**config.mk**
```make
export PLATFORM = sky130hd
export DESIGN_NAME = lsAlignUnit
export DESIGN_NICKNAME = d
export VERILOG_FILES = /design/src/rtl/lsauPkg.sv /design/src/rtl/lsauCtrl.sv /design/src/rtl/lsauDatapath.sv /design/src/rtl/lsAlignUnit.sv
export SDC_FILE = /design/constraint.sdc
export NUM_CORES = 1
export LEC_CHECK = 0
export ABC_AREA = 1
export CORE_AREA = 5 5 196 179
export CTS_CLUSTER_SIZE = 10
export DETAILED_ROUTE_END_ITERATION = 10
export DIE_AREA = 0 0 201 184
export PLACE_DENSITY = 0.61
export SLEW_MARGIN = 20
export SYNTH_ARGS = -nofsm -noshare
export SYNTH_HDL_FRONTEND = slang
export SYNTH_HIERARCHICAL = 1
export SYNTH_SLANG_ARGS = --single-unit
```
**constraint.sdc**
```tcl
create_clock -name clk -period 5.4 [get_ports clk]
set_clock_uncertainty 0.2 [all_clocks]
set_input_delay 0.54 -clock clk [delete_from_list [all_inputs] [get_ports clk]]
set_output_delay 0.54 -clock clk [all_outputs]
set_load 0.03 [all_outputs]
```
**src/rtl/lsauPkg.sv**
```systemverilog
package lsauPkg;
  localparam int DATA_W  = 32;
  localparam int IMM_W   = 16;
  localparam int REG_W   = 5;
  localparam int LANES   = DATA_W / 8;
  localparam int OFF_W   = $clog2(LANES);
  localparam int PC_STEP = 4;

  localparam logic [2:0] GRP_LOAD  = 3'b100;
  localparam logic [2:0] GRP_STORE = 3'b101;

  typedef enum logic [1:0] {SZ_WORD, SZ_HALF, SZ_BYTE} accSize_e;

  typedef struct packed {
    logic     capture;   // launch memory/io access, latch address and lanes
    logic     ioSel;     // access targets the io port
    logic     immWrite;  // upper-immediate result written directly
    logic     immPcRel;  // add pc + step to the upper immediate
    logic     loadDone;  // load response accepted this cycle
    accSize_e size;
    logic     signExt;
  } lsStrobe_t;
endpackage

```
**src/rtl/lsauCtrl.sv**
```systemverilog
module lsauCtrl
  import lsauPkg::*;
(
  input  logic       clk,
  input  logic       rstN,
  input  logic       opValid,
  input  logic [5:0] opField,
  input  logic       memRvalid,
  input  logic       ioRvalid,
  output logic       opReady,
  output logic       memReq,
  output logic       memWe,
  output logic       ioReq,
  output logic       ioWe,
  output lsStrobe_t  strobe
);
  logic [2:0] grp, sub;
  logic       memOp, ioOp, immOp, pcRel, storeOp, sext;
  accSize_e   size;
  logic       busyQ, ioQ, weQ;
  logic       accept, launch, respIn, done;

  assign grp = opField[5:3];
  assign sub = opField[2:0];

  always_comb begin
    memOp = 1'b0; ioOp = 1'b0; immOp = 1'b0; pcRel = 1'b0;
    storeOp = 1'b0; sext = 1'b0; size = SZ_WORD;
    if (grp == GRP_LOAD) begin
      unique case (sub)
        3'd0: memOp = 1'b1;
        3'd1: begin memOp = 1'b1; size = SZ_HALF; sext = 1'b1; end
        3'd2: begin memOp = 1'b1; size = SZ_BYTE; sext = 1'b1; end
        3'd3: ioOp = 1'b1;
        3'd4: immOp = 1'b1;
        3'd5: begin memOp = 1'b1; size = SZ_HALF; end
        3'd6: begin memOp = 1'b1; size = SZ_BYTE; end
        default: begin immOp = 1'b1; pcRel = 1'b1; end
      endcase
    end else if (grp == GRP_STORE) begin
      storeOp = 1'b1;
      case (sub)
        3'd0: memOp = 1'b1;
        3'd1: begin memOp = 1'b1; size = SZ_HALF; end
        3'd2: begin memOp = 1'b1; size = SZ_BYTE; end
        3'd3: ioOp = 1'b1;
        default: storeOp = 1'b0;
      endcase
    end
  end

  assign accept = opValid && !busyQ;
  assign launch = accept && (memOp || ioOp);
  assign respIn = ioQ ? ioRvalid : memRvalid;
  assign done   = busyQ && respIn;

  always_ff @(posedge clk) begin
    if (!rstN) begin
      busyQ <= 1'b0;
      ioQ   <= 1'b0;
      weQ   <= 1'b0;
    end else if (launch) begin
      busyQ <= 1'b1;
      ioQ   <= ioOp;
      weQ   <= storeOp;
    end else if (done) begin
      busyQ <= 1'b0;
    end
  end

  always_comb begin
    strobe.capture  = launch;
    strobe.ioSel    = ioOp;
    strobe.immWrite = accept && immOp;
    strobe.immPcRel = pcRel;
    strobe.loadDone = done && !weQ;
    strobe.size     = size;
    strobe.signExt  = sext;
  end

  assign opReady = !busyQ;
  assign memReq  = busyQ && !ioQ;
  assign ioReq   = busyQ && ioQ;
  assign memWe   = memReq && weQ;
  assign ioWe    = ioReq && weQ;


  req_exclusive_chk: assert property (@(posedge clk) disable iff (!rstN)
    !(memReq && ioReq));

  req_hold_chk: assert property (@(posedge clk) disable iff (!rstN)
    (memReq && !memRvalid) |=> memReq);

  ready_idle_chk: assert property (@(posedge clk) disable iff (!rstN)
    opReady |-> (!memReq && !ioReq));

  imm_no_req_chk: assert property (@(posedge clk) disable iff (!rstN)
    strobe.immWrite |=> (!memReq && !ioReq));
endmodule

```
**src/rtl/lsauDatapath.sv**
```systemverilog
module lsauDatapath
  import lsauPkg::*;
(
  input  logic              clk,
  input  logic              rstN,
  input  lsStrobe_t         strobe,
  input  logic [IMM_W-1:0]  immField,
  input  logic [REG_W-1:0]  rdField,
  input  logic [DATA_W-1:0] rsA,
  input  logic [DATA_W-1:0] rsB,
  input  logic [DATA_W-1:0] pcIn,
  input  logic [DATA_W-1:0] memRdata,
  input  logic [DATA_W-1:0] ioRdata,
  output logic [DATA_W-1:0] reqAddr,
  output logic [LANES-1:0]  reqBe,
  output logic [DATA_W-1:0] reqWdata,
  output logic              rdWe,
  output logic [REG_W-1:0]  rdIdx,
  output logic [DATA_W-1:0] rdData
);
  localparam int EXT_W = DATA_W - IMM_W;

  logic [DATA_W-1:0] effAddr, alignedAddr, byteRep, halfRep, laneWdata;
  logic [LANES-1:0]  byteBe, halfBe, laneBe;
  logic [OFF_W-1:0]  lane;
  logic [DATA_W-1:0] rawData, laneShift, loadVal, immVal;

  logic [DATA_W-1:0] addrQ, wdataQ, rdDataQ;
  logic [LANES-1:0]  beQ;
  accSize_e          sizeQ;
  logic              sextQ, ioSelQ, rdWeQ;
  logic [REG_W-1:0]  rdIdxQ;

  assign effAddr = rsA + {{EXT_W{immField[IMM_W-1]}}, immField};

  always_comb begin
    case (strobe.size)
      SZ_WORD: alignedAddr = {effAddr[DATA_W-1:OFF_W], {OFF_W{1'b0}}};
      SZ_HALF: alignedAddr = {effAddr[DATA_W-1:1], 1'b0};
      default: alignedAddr = effAddr;
    endcase
  end

  assign lane = alignedAddr[OFF_W-1:0];

  for (genvar gl = 0; gl < LANES; gl++) begin : g_lane
    assign byteRep[gl*8 +: 8] = rsB[7:0];
    assign halfRep[gl*8 +: 8] = rsB[(gl%2)*8 +: 8];
    assign byteBe[gl] = (lane == OFF_W'(gl));
    assign halfBe[gl] = (lane[OFF_W-1:1] == (OFF_W-1)'(gl/2));
  end

  always_comb begin
    case (strobe.size)
      SZ_WORD: begin laneBe = '1;     laneWdata = rsB;     end
      SZ_HALF: begin laneBe = halfBe; laneWdata = halfRep; end
      default: begin laneBe = byteBe; laneWdata = byteRep; end
    endcase
  end

  assign rawData   = ioSelQ ? ioRdata : memRdata;
  assign laneShift = rawData >> {addrQ[OFF_W-1:0], 3'b000};

  always_comb begin
    case (sizeQ)
      SZ_WORD: loadVal = rawData;
      SZ_HALF: loadVal = {{(DATA_W-16){sextQ & laneShift[15]}}, laneShift[15:0]};
      default: loadVal = {{(DATA_W-8){sextQ & laneShift[7]}}, laneShift[7:0]};
    endcase
  end

  assign immVal = {immField, {EXT_W{1'b0}}}
                + (strobe.immPcRel ? pcIn + DATA_W'(PC_STEP) : '0);

  always_ff @(posedge clk) begin
    if (!rstN) begin
      addrQ   <= '0;
      beQ     <= '1;
      wdataQ  <= '0;
      sizeQ   <= SZ_WORD;
      sextQ   <= 1'b0;
      ioSelQ  <= 1'b0;
      rdWeQ   <= 1'b0;
      rdIdxQ  <= '0;
      rdDataQ <= '0;
    end else begin
      rdWeQ <= strobe.loadDone || strobe.immWrite;
      if (strobe.capture) begin
        addrQ  <= alignedAddr;
        beQ    <= laneBe;
        wdataQ <= laneWdata;
        sizeQ  <= strobe.size;
        sextQ  <= strobe.signExt;
        ioSelQ <= strobe.ioSel;
        rdIdxQ <= rdField;
      end
      if (strobe.immWrite) begin
        rdDataQ <= immVal;
        rdIdxQ  <= rdField;
      end else if (strobe.loadDone) begin
        rdDataQ <= loadVal;
      end
    end
  end

  assign reqAddr  = addrQ;
  assign reqBe    = beQ;
  assign reqWdata = wdataQ;
  assign rdWe     = rdWeQ;
  assign rdIdx    = rdIdxQ;
  assign rdData   = rdDataQ;


  wr_after_event_chk: assert property (@(posedge clk) disable iff (!rstN)
    rdWe |-> $past(strobe.loadDone || strobe.immWrite));

  be_shape_chk: assert property (@(posedge clk) disable iff (!rstN)
    (&reqBe) || $onehot(reqBe) || reqBe == LANES'(3) || reqBe == LANES'(12));

  word_align_chk: assert property (@(posedge clk) disable iff (!rstN)
    (&reqBe) |-> reqAddr[OFF_W-1:0] == '0);
endmodule

```
**src/rtl/lsAlignUnit.sv**
```systemverilog
module lsAlignUnit
  import lsauPkg::*;
(
  input  logic              clk,
  input  logic              rstN,
  input  logic              opValid,
  output logic              opReady,
  input  logic [DATA_W-1:0] instr,
  input  logic [DATA_W-1:0] rsA,
  input  logic [DATA_W-1:0] rsB,
  input  logic [DATA_W-1:0] pcIn,
  output logic              memReq,
  output logic              memWe,
  output logic [DATA_W-1:0] memAddr,
  output logic [LANES-1:0]  memBe,
  output logic [DATA_W-1:0] memWdata,
  input  logic              memRvalid,
  input  logic [DATA_W-1:0] memRdata,
  output logic              ioReq,
  output logic              ioWe,
  output logic [DATA_W-1:0] ioAddr,
  output logic [DATA_W-1:0] ioWdata,
  input  logic              ioRvalid,
  input  logic [DATA_W-1:0] ioRdata,
  output logic              rdWe,
  output logic [REG_W-1:0]  rdIdx,
  output logic [DATA_W-1:0] rdData
);
  lsStrobe_t         strobe;
  logic [DATA_W-1:0] reqAddr, reqWdata;

  lsauCtrl ctrl_i (
    .clk(clk), .rstN(rstN), .opValid(opValid), .opField(instr[5:0]),
    .memRvalid(memRvalid), .ioRvalid(ioRvalid), .opReady(opReady),
    .memReq(memReq), .memWe(memWe), .ioReq(ioReq), .ioWe(ioWe),
    .strobe(strobe)
  );

  lsauDatapath dp_i (
    .clk(clk), .rstN(rstN), .strobe(strobe),
    .immField(instr[DATA_W-1:DATA_W-IMM_W]), .rdField(instr[10:6]),
    .rsA(rsA), .rsB(rsB), .pcIn(pcIn),
    .memRdata(memRdata), .ioRdata(ioRdata),
    .reqAddr(reqAddr), .reqBe(memBe), .reqWdata(reqWdata),
    .rdWe(rdWe), .rdIdx(rdIdx), .rdData(rdData)
  );

  assign memAddr  = reqAddr;
  assign ioAddr   = reqAddr;
  assign memWdata = reqWdata;
  assign ioWdata  = reqWdata;
endmodule

```
==> flow_metrics.py <==
metrics = {
    "critical_path": {
        "cpPeakStageDelay_ps": 490,
        "start_kind": "input pin",
        "critical_path_buf_inv_count": 2,
        "worstSetupPathType": "in -> reg",
        "endpoint_kind": "register",
        "path_cells": "clkdlybuf4s50_1 -> ha_1 -> nand2_2 -> nor2_4 -> nand2_2 -> nor2_2 -> nand2_1 -> nor2_2 -> nand2_1 -> inv_2 -> nand4_2 -> nor2_1 -> nor2_1 -> nor2_1 -> ha_1 -> a21oi_1 -> o21ai_0 -> nand2_1 -> nand2_1 -> a21oi_1 -> nand3_1 -> nand2_1 -> nand2_1 -> a21oi_2",
        "critPathRequiredTime_ps": 5570,
        "crit_top_cell": "nand2_1",
        "cp.arrival_ps": 4020,
        "cp_slowest_cell": "clkdlybuf4s50_1",
        "crit_fanout": 5,
        "cp_top_family": "simple AND/OR/NAND/NOR gates",
        "reg2reg_slack_ps": 2250,
    },
    "global_routing": {
        "grt_max_degree": 62,
        "grt_first_pass_wirelength_um": 60980,
        "antenna_found_initial": 0,
        "grt.total_usage_pct": 20.60,
        "grt_overflow": 0,
        "grt_pass1_vias": 11080,
    },
    "drt": {
        "wirelength_um": 39440,
        "routedWlPerCell_um": 17.22,
        "met3_length_um": 2749,
        "wl_met2_um": 18450,
        "final_antenna_net_count": 0,
        "drc_errors": 0,
        "via_count": 11200,
        "viasPerCell": 4.887,
        "wl_met1_um": 17550,
        "drtIter0Drc": 522,
        "firstDrtPassIters": 6,
        "top_layer_used": "met4",
    },
    "logic_synthesis": {
        "synth_area_sq_um": 9672,
        "netlist_top_cells_area": "dfxtp_1 23%, nand2_1 15%, nor2_1 8.4%",
        "synth_top_cells_by_count": "375 x nand2_1, 216 x nor2_1, 153 x inv_1, 133 x a21oi_1, 121 x o21ai_0",
        "ys_seq_elements": 113,
        "synth.most_common_cell": "nand2_1",
        "synth_cells": 1578,
        "synthDistinctLibCells": 57,
        "syn_nets": 1824,
        "synth_compound_area_share_pct": 20.10,
        "synthAdderAreaFrac_pct": 6.494,
        "synth_xor_area_share_pct": 2.354,
        "async_flop_share_pct": 0,
        "syn_avg_cell_area_sq_um": 6.129,
        "yosysTopAreaCellShare_pct": 23.39,
        "yosys_warnings": 6,
        "synth_ff_type": "dfxtp_1",
        "yosysTopAreaCell": "dfxtp_1",
        "muxShareOfSynthArea_pct": 0.8668,
        "synth-seq-area-share_pct": 23.39,
        "synth_edf_count": 0,
        "synth_top_family_by_area": "simple AND/OR/NAND/NOR gates",
        "synth_simple_gate_area_share_pct": 32.74,
    },
    "flow_run": {
        "max_cap_violations": 0,
    },
    "finish": {
        "antenna_cells": 0,
        "final_layout_size_suffix_gt1_share_pct": 5.511,
        "final_core_util_pct": 42.16,
        "nFillCells": 3467,
        "syn2layout_area_growth_pct": 42.60,
        "nets": 2102,
    },
    "power_and_ir_drop": {
        "powerDensity_nw_per_um2": 212.8,
        "finalPower_mw": 2.935,
        "vdd.ir_drop.worst_uv": 224.6,
        "leakagePower_nw": 6.125,
    },
    "clock_network": {
        "clockBufferDepth": 2,
        "clock-sinks": 113,
        "clk_pin_slew_ps": 60,
        "cts_buffers": 17,
        "cts_tree": "yes",
        "post_cts_buffers": 0,
        "cts.repair.resized": 0,
        "worstSkewPairLatency_ps": 430,
        "ctsHoldBuffers": 0,
        "root_buffer": "clkbuf_16",
        "ctsHtreeMaxLevel": 4,
    },
    "placement": {
        "hpwl_um": 31750,
        "place_ws_ps": 1114,
        "gp_congestion": 0.9314,
        "portBuffers": 366,
    },
    "timing": {
        "setup_ws_ps": 1541,
        "timing.fmax_mhz": 259.1,
        "fin_setup_tns_ps": 0,
        "relSlewSlack_pct": 30.99,
        "period_minus_slack_ps": 3859,
        "rsz0062_at_grt": "no",
        "hold_viol": 0,
        "worstMarginPinSlew_ps": 1034,
        "setup_viol": 0,
        "period_share_pct": 71.46,
        "whs_ps": 255.2,
        "report.final.slew_viol_count": 0,
    },
    "floorplan": {
        "fp-row-count": 63,
        "die_y_um": 184,
        "fp.dieW_um": 201,
        "coreArea_sq_um": 32710,
        "start_util_pct": 29.57,
        "dieArea_sq_um": 36980,
        "io_pins": 372,
    },
    "min_path": {
        "hold_path.class": "reg -> reg",
    },
    "run_status": {
        "status": "finished clean",
    },
}
flip-flops by register name, indices dropped and copies added, names as in the netlist:
register and count:
ctrl_i/busyQ 1, ctrl_i/ioQ 1, ctrl_i/weQ 1, dp_i/ioSelQ 1, dp_i/rdData 32, dp_i/rdIdx 5
dp_i/rdWe 1, dp_i/reqAddr 32, dp_i/reqBe 4, dp_i/reqWdata 32, dp_i/sextQ 1, dp_i/sizeQ 2
where the power goes:
| part | switching (mW) | internal, mW | leakage, nW |
|---|---|---|---|
| Combinational | 0.540 | 0.381 | 4.93 |
| Clock | 0.456 | 0.649 | 0.271 |
| Sequential | 0.0351 | 0.874 | 0.919 |
| Total | 1.03 | 1.90 | 6.12 |
through the flow:
step	instances	cell area, sq um
after detailed placement	2259	13220
after CTS	2291	13790
after global routing	2291	13790
final	2291	13790
after global placement	2259	13220
after floorplan	1578	9672
worst register-to-register path, cell delays in order, from the launching register on:
cell and delay (ps):
dfxtp_1 330, inv_2 100, nor2_1 70, a22oi_1 200, nor2_1 70, buf_4 180, nor2_2 390, inv_1 430
nor2_1 880, a22o_1 260
cells in the final DEF, fill, tap and decap left out, drive strengths merged, types with 8 or more instances in the layout:
master	synthesis	final
o21ai	146	146
nor3	22	22
nor4	8	8
buf	85	10
clkdlybuf4s50	0	365
nand4	16	16
clkbuf	31	18
nor2	232	232
nand2	383	383
a21oi	135	135
a31oi	10	10
xor2	21	21
nand3	80	80
dfxtp	113	113
ha	47	47
clkinv	5	10
inv	164	168
o211ai	28	28
final timing paths:
check | from | to | cells past startpoint
worst max-delay path | pcIn[2] | dp_i/rdData[31] | 24
worst min-delay path | dp_i/rdData[5] | dp_i/rdData[5] | 2
worst max register to register | ctrl_i/busyQ | dp_i/rdData[0] | 9
worst min register to register | dp_i/rdData[5] | dp_i/rdData[5] | 2
final cells by class:
class	instances	area [sq um]	area share (%)
Clock buffer	18	439.2	3.184
Clock inverter	14	130.1	0.9435
Inverter	169	636.9	4.618
Multi-Input combinational cell	1180	6070	44.01
Sequential cell	113	2262	16.40
Tap cell	422	528.0	3.828
Timing Repair Buffer	375	3726	27.02
logic make-up (layout without fill, tap and decap cells):
kind of cell | count (synthesis) | in the layout
AOI/OAI and AO/OA | 348 | 348
xor gates and xnor gates | 26 | 26
adders and majority gates | 49 | 49
buffers and inverters | 285 | 576
DFF | 113 | 113
muxes | 8 | 8
and+or+nand+nor | 749 | 749
routing by layer:
layer / track usage, % / vias to the layer above
met5: 0 / -
met4: 4.844 / 0
met3: 5.698 / 40
met2: 35.31 / 385
met1: 25.89 / 5083
li1: - / 5688
Note: power is estimated with default switching activity, not from simulation.
